[src/rtl/lps_pkg.sv]
package lps_pkg;

  typedef enum logic [3:0] {
    ST_ACTIVE,
    ST_PD_ENTRY,
    ST_POWERDOWN,
    ST_PD_EXIT,
    ST_SR_ENTRY,
    ST_SELFREF,
    ST_SR_EXIT,
    ST_ZQL,
    ST_CLKSTOP
  } lps_state_e;

  typedef enum logic [1:0] {
    SRC_AUTO,
    SRC_SW,
    SRC_HW
  } sr_src_e;

  localparam logic [2:0] CMD_NONE = 3'd0;
  localparam logic [2:0] CMD_PDE  = 3'd1;
  localparam logic [2:0] CMD_PDX  = 3'd2;
  localparam logic [2:0] CMD_SRE  = 3'd3;
  localparam logic [2:0] CMD_SRX  = 3'd4;
  localparam logic [2:0] CMD_ZQL  = 3'd5;

  localparam logic [1:0] MEM_DDR2  = 2'd0;
  localparam logic [1:0] MEM_DDR3  = 2'd1;
  localparam logic [1:0] MEM_LPDDR = 2'd2;

  localparam int TMR_PD  = 0;
  localparam int TMR_SR  = 1;
  localparam int TMR_CS  = 2;
  localparam int NUM_TMR = 3;

  function automatic logic kind_is_lpddr(input logic [1:0] kind);
    return kind[1];
  endfunction

  function automatic logic kind_needs_zq(input logic [1:0] kind);
    return kind != MEM_DDR2;
  endfunction

endpackage

[src/rtl/lps_rst_sync.sv]
module lps_rst_sync #(
  parameter int STAGES = 2
) (
  input  logic clk,
  input  logic rst_n_in,
  output logic rst_n_out
);

  logic [STAGES-1:0] sync_q;

  always_ff @(posedge clk or negedge rst_n_in) begin
    if (!rst_n_in) begin
      sync_q <= '0;
    end else begin
      sync_q <= {sync_q[STAGES-2:0], 1'b1};
    end
  end

  assign rst_n_out = sync_q[STAGES-1];

endmodule

[src/rtl/lps_idle_timer.sv]
module lps_idle_timer #(
  parameter int CNT_W = 16
) (
  input  logic             clk,
  input  logic             rst_n,
  input  logic             clear,
  input  logic [CNT_W-1:0] thresh,
  output logic             expired
);

  localparam logic [CNT_W-1:0] CNT_MAX = '1;

  logic [CNT_W-1:0] cnt_q;
  logic [CNT_W-1:0] cnt_d;
  logic             cnt_en;

  // Saturating count of consecutive idle cycles; restart on clear.
  always_comb begin
    cnt_en = clear | (cnt_q != CNT_MAX);
    cnt_d  = clear ? '0 : cnt_q + CNT_W'(1);
  end

  always_ff @(posedge clk or negedge rst_n) begin
    if (!rst_n) begin
      cnt_q <= '0;
    end else if (cnt_en) begin
      cnt_q <= cnt_d;
    end
  end

  assign expired = (thresh != '0) && (cnt_q >= thresh);

endmodule

[src/rtl/lps_hw_handshake.sv]
module lps_hw_handshake (
  input  logic clk,
  input  logic rst_n,
  input  logic hw_req,
  input  logic sr_en,
  input  logic sr_hw_held,
  output logic hw_ack,
  output logic hw_deny
);

  logic ack_q, ack_d;
  logic deny_q, deny_d;

  always_comb begin
    ack_d  = sr_hw_held & hw_req;
    deny_d = hw_req & ~sr_en;
  end

  always_ff @(posedge clk or negedge rst_n) begin
    if (!rst_n) begin
      ack_q  <= 1'b0;
      deny_q <= 1'b0;
    end else begin
      ack_q  <= ack_d;
      deny_q <= deny_d;
    end
  end

  assign hw_ack  = ack_q;
  assign hw_deny = deny_q;

endmodule

[src/rtl/lps_fsm.sv]
module lps_fsm
  import lps_pkg::*;
(
  input  logic       clk,
  input  logic       rst_n,
  input  logic       txn_pending,
  input  logic       sw_req,
  input  logic       hw_req,
  input  logic       sr_en,
  input  logic       pd_exp,
  input  logic       sr_exp,
  input  logic       cs_exp,
  input  logic       clk_stop_ok,
  input  logic       zq_after_sr,
  input  logic       cmd_ready,
  output logic       cmd_valid,
  output logic [2:0] cmd_code,
  output logic       cke,
  output logic       clk_stop,
  output logic       sr_hw_held,
  output logic       sr_exiting
);

  lps_state_e state_q, state_d;
  sr_src_e    src_q, src_d;

  logic want_sw, want_hw, want_auto, want_any;
  logic sr_release;

  always_comb begin
    want_sw   = sr_en & sw_req;
    want_hw   = sr_en & hw_req;
    want_auto = sr_en & sr_exp;
    want_any  = want_sw | want_hw | want_auto;
    unique case (src_q)
      SRC_SW:  sr_release = ~sw_req;
      SRC_HW:  sr_release = ~hw_req;
      default: sr_release = txn_pending;
    endcase
  end

  // Next-state logic
  always_comb begin
    state_d = state_q;
    src_d   = src_q;
    unique case (state_q)
      ST_ACTIVE: begin
        if (!txn_pending) begin
          if (want_sw) begin
            state_d = ST_SR_ENTRY;
            src_d   = SRC_SW;
          end else if (want_hw) begin
            state_d = ST_SR_ENTRY;
            src_d   = SRC_HW;
          end else if (want_auto) begin
            state_d = ST_SR_ENTRY;
            src_d   = SRC_AUTO;
          end else if (pd_exp) begin
            state_d = ST_PD_ENTRY;
          end else if (cs_exp && clk_stop_ok) begin
            state_d = ST_CLKSTOP;
          end
        end
      end
      ST_PD_ENTRY: begin
        if (cmd_ready) state_d = ST_POWERDOWN;
      end
      ST_POWERDOWN: begin
        if (txn_pending || want_any) state_d = ST_PD_EXIT;
      end
      ST_PD_EXIT: begin
        if (cmd_ready) state_d = ST_ACTIVE;
      end
      ST_SR_ENTRY: begin
        if (cmd_ready) state_d = ST_SELFREF;
      end
      ST_SELFREF: begin
        if (sr_release) state_d = ST_SR_EXIT;
      end
      ST_SR_EXIT: begin
        if (cmd_ready) state_d = zq_after_sr ? ST_ZQL : ST_ACTIVE;
      end
      ST_ZQL: begin
        if (cmd_ready) state_d = ST_ACTIVE;
      end
      ST_CLKSTOP: begin
        if (txn_pending || want_any || pd_exp) state_d = ST_ACTIVE;
      end
      default: state_d = ST_ACTIVE;
    endcase
  end

  // State registers
  always_ff @(posedge clk or negedge rst_n) begin
    if (!rst_n) begin
      state_q <= ST_ACTIVE;
      src_q   <= SRC_AUTO;
    end else begin
      state_q <= state_d;
      src_q   <= src_d;
    end
  end

  // Moore outputs
  always_comb begin
    cmd_valid = 1'b1;
    cmd_code  = CMD_NONE;
    unique case (state_q)
      ST_PD_ENTRY: cmd_code = CMD_PDE;
      ST_PD_EXIT:  cmd_code = CMD_PDX;
      ST_SR_ENTRY: cmd_code = CMD_SRE;
      ST_SR_EXIT:  cmd_code = CMD_SRX;
      ST_ZQL:      cmd_code = CMD_ZQL;
      default:     cmd_valid = 1'b0;
    endcase
    cke        = !(state_q inside {ST_POWERDOWN, ST_PD_EXIT, ST_SELFREF, ST_SR_EXIT});
    clk_stop   = (state_q == ST_CLKSTOP);
    sr_hw_held = (state_q == ST_SELFREF) && (src_q == SRC_HW);
    sr_exiting = (state_q == ST_SR_EXIT);
  end

endmodule

[src/rtl/sdram_lp_sequencer.sv]
module sdram_lp_sequencer
  import lps_pkg::*;
#(
  parameter int CNT_W = 16
) (
  input  logic             clk,
  input  logic             rst_n,
  input  logic [1:0]       cfg_mem_kind,
  input  logic             cfg_sr_en,
  input  logic [CNT_W-1:0] cfg_pd_idle,
  input  logic [CNT_W-1:0] cfg_sr_idle,
  input  logic [CNT_W-1:0] cfg_cs_idle,
  input  logic             txn_pending,
  input  logic             sw_sr_req,
  input  logic             hw_lp_req,
  output logic             hw_lp_ack,
  output logic             hw_lp_deny,
  output logic             cmd_valid,
  output logic [2:0]       cmd_code,
  input  logic             cmd_ready,
  output logic             cke,
  output logic             clk_stop
);

  logic rst_sync_n;
  logic tmr_clear;
  logic sr_hw_held;
  logic sr_exiting;
  logic [NUM_TMR-1:0]            tmr_exp;
  logic [NUM_TMR-1:0][CNT_W-1:0] tmr_thr;

  lps_rst_sync #(.STAGES(2)) u_rst_sync (
    .clk       (clk),
    .rst_n_in  (rst_n),
    .rst_n_out (rst_sync_n)
  );

  always_comb begin
    tmr_thr[TMR_PD] = cfg_pd_idle;
    tmr_thr[TMR_SR] = cfg_sr_idle;
    tmr_thr[TMR_CS] = cfg_cs_idle;
    tmr_clear       = txn_pending | sr_exiting;
  end

  for (genvar g = 0; g < NUM_TMR; g++) begin : g_tmr
    lps_idle_timer #(.CNT_W(CNT_W)) u_tmr (
      .clk     (clk),
      .rst_n   (rst_sync_n),
      .clear   (tmr_clear),
      .thresh  (tmr_thr[g]),
      .expired (tmr_exp[g])
    );
  end

  lps_fsm u_fsm (
    .clk         (clk),
    .rst_n       (rst_sync_n),
    .txn_pending (txn_pending),
    .sw_req      (sw_sr_req),
    .hw_req      (hw_lp_req),
    .sr_en       (cfg_sr_en),
    .pd_exp      (tmr_exp[TMR_PD]),
    .sr_exp      (tmr_exp[TMR_SR]),
    .cs_exp      (tmr_exp[TMR_CS]),
    .clk_stop_ok (kind_is_lpddr(cfg_mem_kind)),
    .zq_after_sr (kind_needs_zq(cfg_mem_kind)),
    .cmd_ready   (cmd_ready),
    .cmd_valid   (cmd_valid),
    .cmd_code    (cmd_code),
    .cke         (cke),
    .clk_stop    (clk_stop),
    .sr_hw_held  (sr_hw_held),
    .sr_exiting  (sr_exiting)
  );

  lps_hw_handshake u_hs (
    .clk        (clk),
    .rst_n      (rst_sync_n),
    .hw_req     (hw_lp_req),
    .sr_en      (cfg_sr_en),
    .sr_hw_held (sr_hw_held),
    .hw_ack     (hw_lp_ack),
    .hw_deny    (hw_lp_deny)
  );

endmodule

[config.mk]
export PLATFORM = sky130hd
export DESIGN_NAME = sdram_lp_sequencer
export DESIGN_NICKNAME = d
export VERILOG_FILES = /design/src/rtl/lps_pkg.sv /design/src/rtl/lps_rst_sync.sv /design/src/rtl/lps_idle_timer.sv /design/src/rtl/lps_hw_handshake.sv /design/src/rtl/lps_fsm.sv /design/src/rtl/sdram_lp_sequencer.sv
export SDC_FILE = /design/constraint.sdc
export NUM_CORES = 1
export LEC_CHECK = 0
export BUFFER_PORTS_ARGS = -buffer_cell sky130_fd_sc_hd__buf_2
export CORE_MARGIN = 10
export CORE_UTILIZATION = 62
export CTS_BUF_LIST = sky130_fd_sc_hd__clkbuf_8 sky130_fd_sc_hd__clkbuf_16
export CTS_CLUSTER_DIAMETER = 60
export CTS_CLUSTER_SIZE = 10
export DETAILED_ROUTE_END_ITERATION = 10
export PLACE_DENSITY = 0.95
export SLEW_MARGIN = 30
export SYNTH_ARGS = -nofsm -noshare
export SYNTH_HDL_FRONTEND = slang
export SYNTH_SLANG_ARGS = --single-unit
export TNS_END_PERCENT = 5
[constraint.sdc]
create_clock -name clk -period 3.3 [get_ports clk]
set_input_delay 0.33 -clock clk [delete_from_list [all_inputs] [get_ports clk]]
set_output_delay 0.33 -clock clk [all_outputs]
set_load 0.01 [all_outputs]
==> impl_metrics.csv <==
group,metric,value,unit
floorplanning,die_w,103,um
status,outcome,"finished, final reports clean",
timing,grt_setup_unrepaired,"false",
timing,max_freq,328,MHz
setup_path,crit_chain,"ha_1 > a21oi_1 > o21ai_0 > a2111oi_1 > a21oi_2 > nor4_1 > a211oi_1 > mux2_1",
routing,dr.first_iter.drc_count,313,
synth,yosysWarnings,0,
setup_path,crit_path_start_kind,"register",
timing,worst_pin_slew,0.779,ns
global_routing,grt_pass1_vias,4138,
final_layout,n_antenna_cell,0,
synth,syn_area_per_cell,8.42,um2
synth,synth-edff-count,0,
setup_path,crit_family,"compound AO/OA/AOI/OAI gates",
synth,synth_async_sr_flop_share,100,%
clocking,clkTransAtPathRegs,0.07,ns
clocking,postCtsSetupBuffers,0,
synth,ys.flop_type,"dfrtp_1",
synth,synth_nets,618,
timing,period_minus_slack,3.05,ns
placement,hpwlAfterDp,8.38,mm
floorplanning,coreArea,6760,um2
global_routing,grt.overflow.total,0,
synth,ys_seq_area_share,33.9,%
final_layout,final_cell_area,4930,um2
final_layout,nets,686,
floorplanning,ios,65,
timing,setup_viol_count_final,0,
floorplanning,initial_core_util,63.3,%
clocking,h-tree-depth,3,
power,p_leak,2.52,nW
floorplanning,die_h,103,um
clocking,ctsResizeCount,0,
final_layout,drive_gt1_share,15.8,%
routing,wl_per_cell,17.4,um
setup_path,worstPathArrival,3.27,ns
floorplanning,num_rows,30,
routing,dr_total_vias,4114,
power,p_per_area,472,nW/um2
clocking,clock-sinks,58,
routing,drcViolationCount,0,
clocking,clock_path_buffers,2,
synth,synthDistinctLibCells,52,
timing,max_slew_margin,48.0,%
clocking,cts_tree,"done",
placement,placed_area,4670,um2
clocking,cts_root_buf,"clkbuf_8",
setup_path,cp_slowest_cell,"a2111oi_1",
setup_path,cp_max_fo,6,
global_routing,grt_max_degree,38,
timing,setup-tns-final,0,ns
final_layout,utilization,73.0,%
setup_path,max_stage_delay,0.62,ns
timing,holdWs,0.207,ns
global_routing,grt_pass1_wl,18.9,mm
synth,netlist_instances,508,
power,irDropWorstVdd,0.268,mV
floorplanning,die-area,10600,um2
global_routing,grtUsageTotal,22.5,%
timing,fin_crit_sh,92.3,%
synth,synthesis.area,4280,um2
worst_hold_path,min-delay-path-class,"in -> reg",
clocking,insertion_delay,0.34,ns
timing,drv_slew,0,
global_routing,grt_antenna_before_repair,0,
timing,clock_skew,0.00857,ns
run,drv_cap,0,
final_layout,final_cells,661,
routing,routed_via_density,6.22,
routing,first_pass_iters,5,
final_layout,n_fill_cell,462,
placement,portBuffers,64,
final_layout,area_growth,15.3,%
placement,placed_cells,644,
routing,wirelength,11.5,mm
placement,gp_congestion,0.941,
routing,drtAntennaViolNets,0,
clocking,cts_made_buffers,9,
setup_path,cp_num_buf_inv,0,
synth,synth-seq-cells,58,
setup_path,endpoint_kind,"register",
setup_path,path_class,"reg -> reg",
timing,hold_viol,0,
setup_path,cp.required,3.52,ns
routing by layer:
layer  up-vias  part of all wire, %  wire length, um  global-route usage, %
li1       1902                    -                -                      -
met1      1902                   40             4560                   26.3
met2       260                   47             5380                   35.9
met3        50                   10             1170                   6.43
met4         0                  3.6              420                   13.0
met5         -                    0                0                      0
repair_timing:
action | CTS | global route
hold endpoints to repair | 2 | 0
hold buffers | 1 | 0
setup endpoints to repair | 0 | 0
final timing paths:
check | start | to | slack [ns] | depth (start not counted)
worst max-delay path | g_tmr[1].u_tmr.cnt_q[5] | u_fsm.state_q[0] | 0.25 | 8
worst min-delay path | cfg_sr_en | u_hs.hw_deny | 0.21 | 2
worst max register to register | g_tmr[1].u_tmr.cnt_q[5] | u_fsm.state_q[0] | 0.25 | 8
worst min register to register | u_rst_sync.sync_q[1] | g_tmr[1].u_tmr.cnt_q[5] | 0.35 | 0
max in group asynchronous | u_rst_sync.sync_q[1] | u_fsm.state_q[0] | 2.16 | 1
min in group asynchronous | rst_n | u_rst_sync.sync_q[0] | 0.29 | 2
sequential cells by signal (all words and copies together) (netlist names):
signal	count
u_hs.hw_ack	1
u_rst_sync.sync_q	2
g_tmr.u_tmr.cnt_q	48
u_fsm.state_q	4
u_fsm.src_q	2
u_hs.hw_deny	1
synthesized netlist by cell type (3+ instances only):
master,count,area [um2]
nor2_1,67,251
inv_1,62,233
dfrtp_1,58,1450
ha_1,53,663
nand2_1,41,154
a21oi_1,28,140
xor2_1,25,219
nand3_1,21,105
o21ai_0,19,95.1
nand4_1,15,93.8
nor4_1,13,81.3
xnor2_1,11,96.3
nor3_1,10,50.1
clkbuf_1,8,30.0
or3_1,6,37.5
and3_1,5,31.3
o211ai_1,5,37.5
mux2i_1,4,40.0
nand2b_1,4,25.0
nand3b_1,4,30.0
nor3b_1,4,30.0
a2111oi_0,3,26.3
a211oi_1,3,22.5
a31oi_1,3,18.8
cell usage in the layout (no fill, tap or decap), drive strengths merged, types with 13 or more instances in the layout:
cell    n
nor2   67
buf    67
inv    62
dfrtp  58
ha     53
nand2  41
a21oi  29
xor2   25
nand3  21
o21ai  21
nand4  17
nor4   13
cell families (layout without fill, tap and decap cells):
group	after synthesis	count (layout)	synth area share, %
muxes	5	5	1.20
buffers and inverters	73	146	6.61
adders and majority gates	53	53	15.5
other	1	1	0.0877
xor gates and xnor gates	36	36	7.37
AOI/OAI and AO/OA	80	80	11.5
DFF	58	58	33.9
and+or+nand+nor	202	202	23.8
power by group:
| part | total, W | internal [W] | switching [W] |
|---|---|---|---|
| clock network | 0.000828 | 0.000540 | 0.000288 |
| logic | 0.000619 | 0.000258 | 0.000361 |
| registers | 0.000882 | 0.000772 | 0.000110 |
| total | 0.00233 | 0.00157 | 0.000758 |
per-stage QoR:
stage	power [W]	worst slack [ns]
after detailed placement	0.00148	0.668
after global placement	0.00143	0.864
final	0.00233	0.253
after global routing	0.00245	0.195
after floorplan	0.00127	1.02
after CTS	0.00232	0.331
layout make-up:
class	instances	area, um2	area share [%]
flip-flops and latches	58	1450	29.5
repair buffers	68	353	7.16
inverters	62	233	4.72
clock inverters	5	100	2.03
multi-input cells	377	2540	51.5
well taps	80	100	2.03
clock buffers	11	151	3.07
Power figures use the tool's default switching activity.
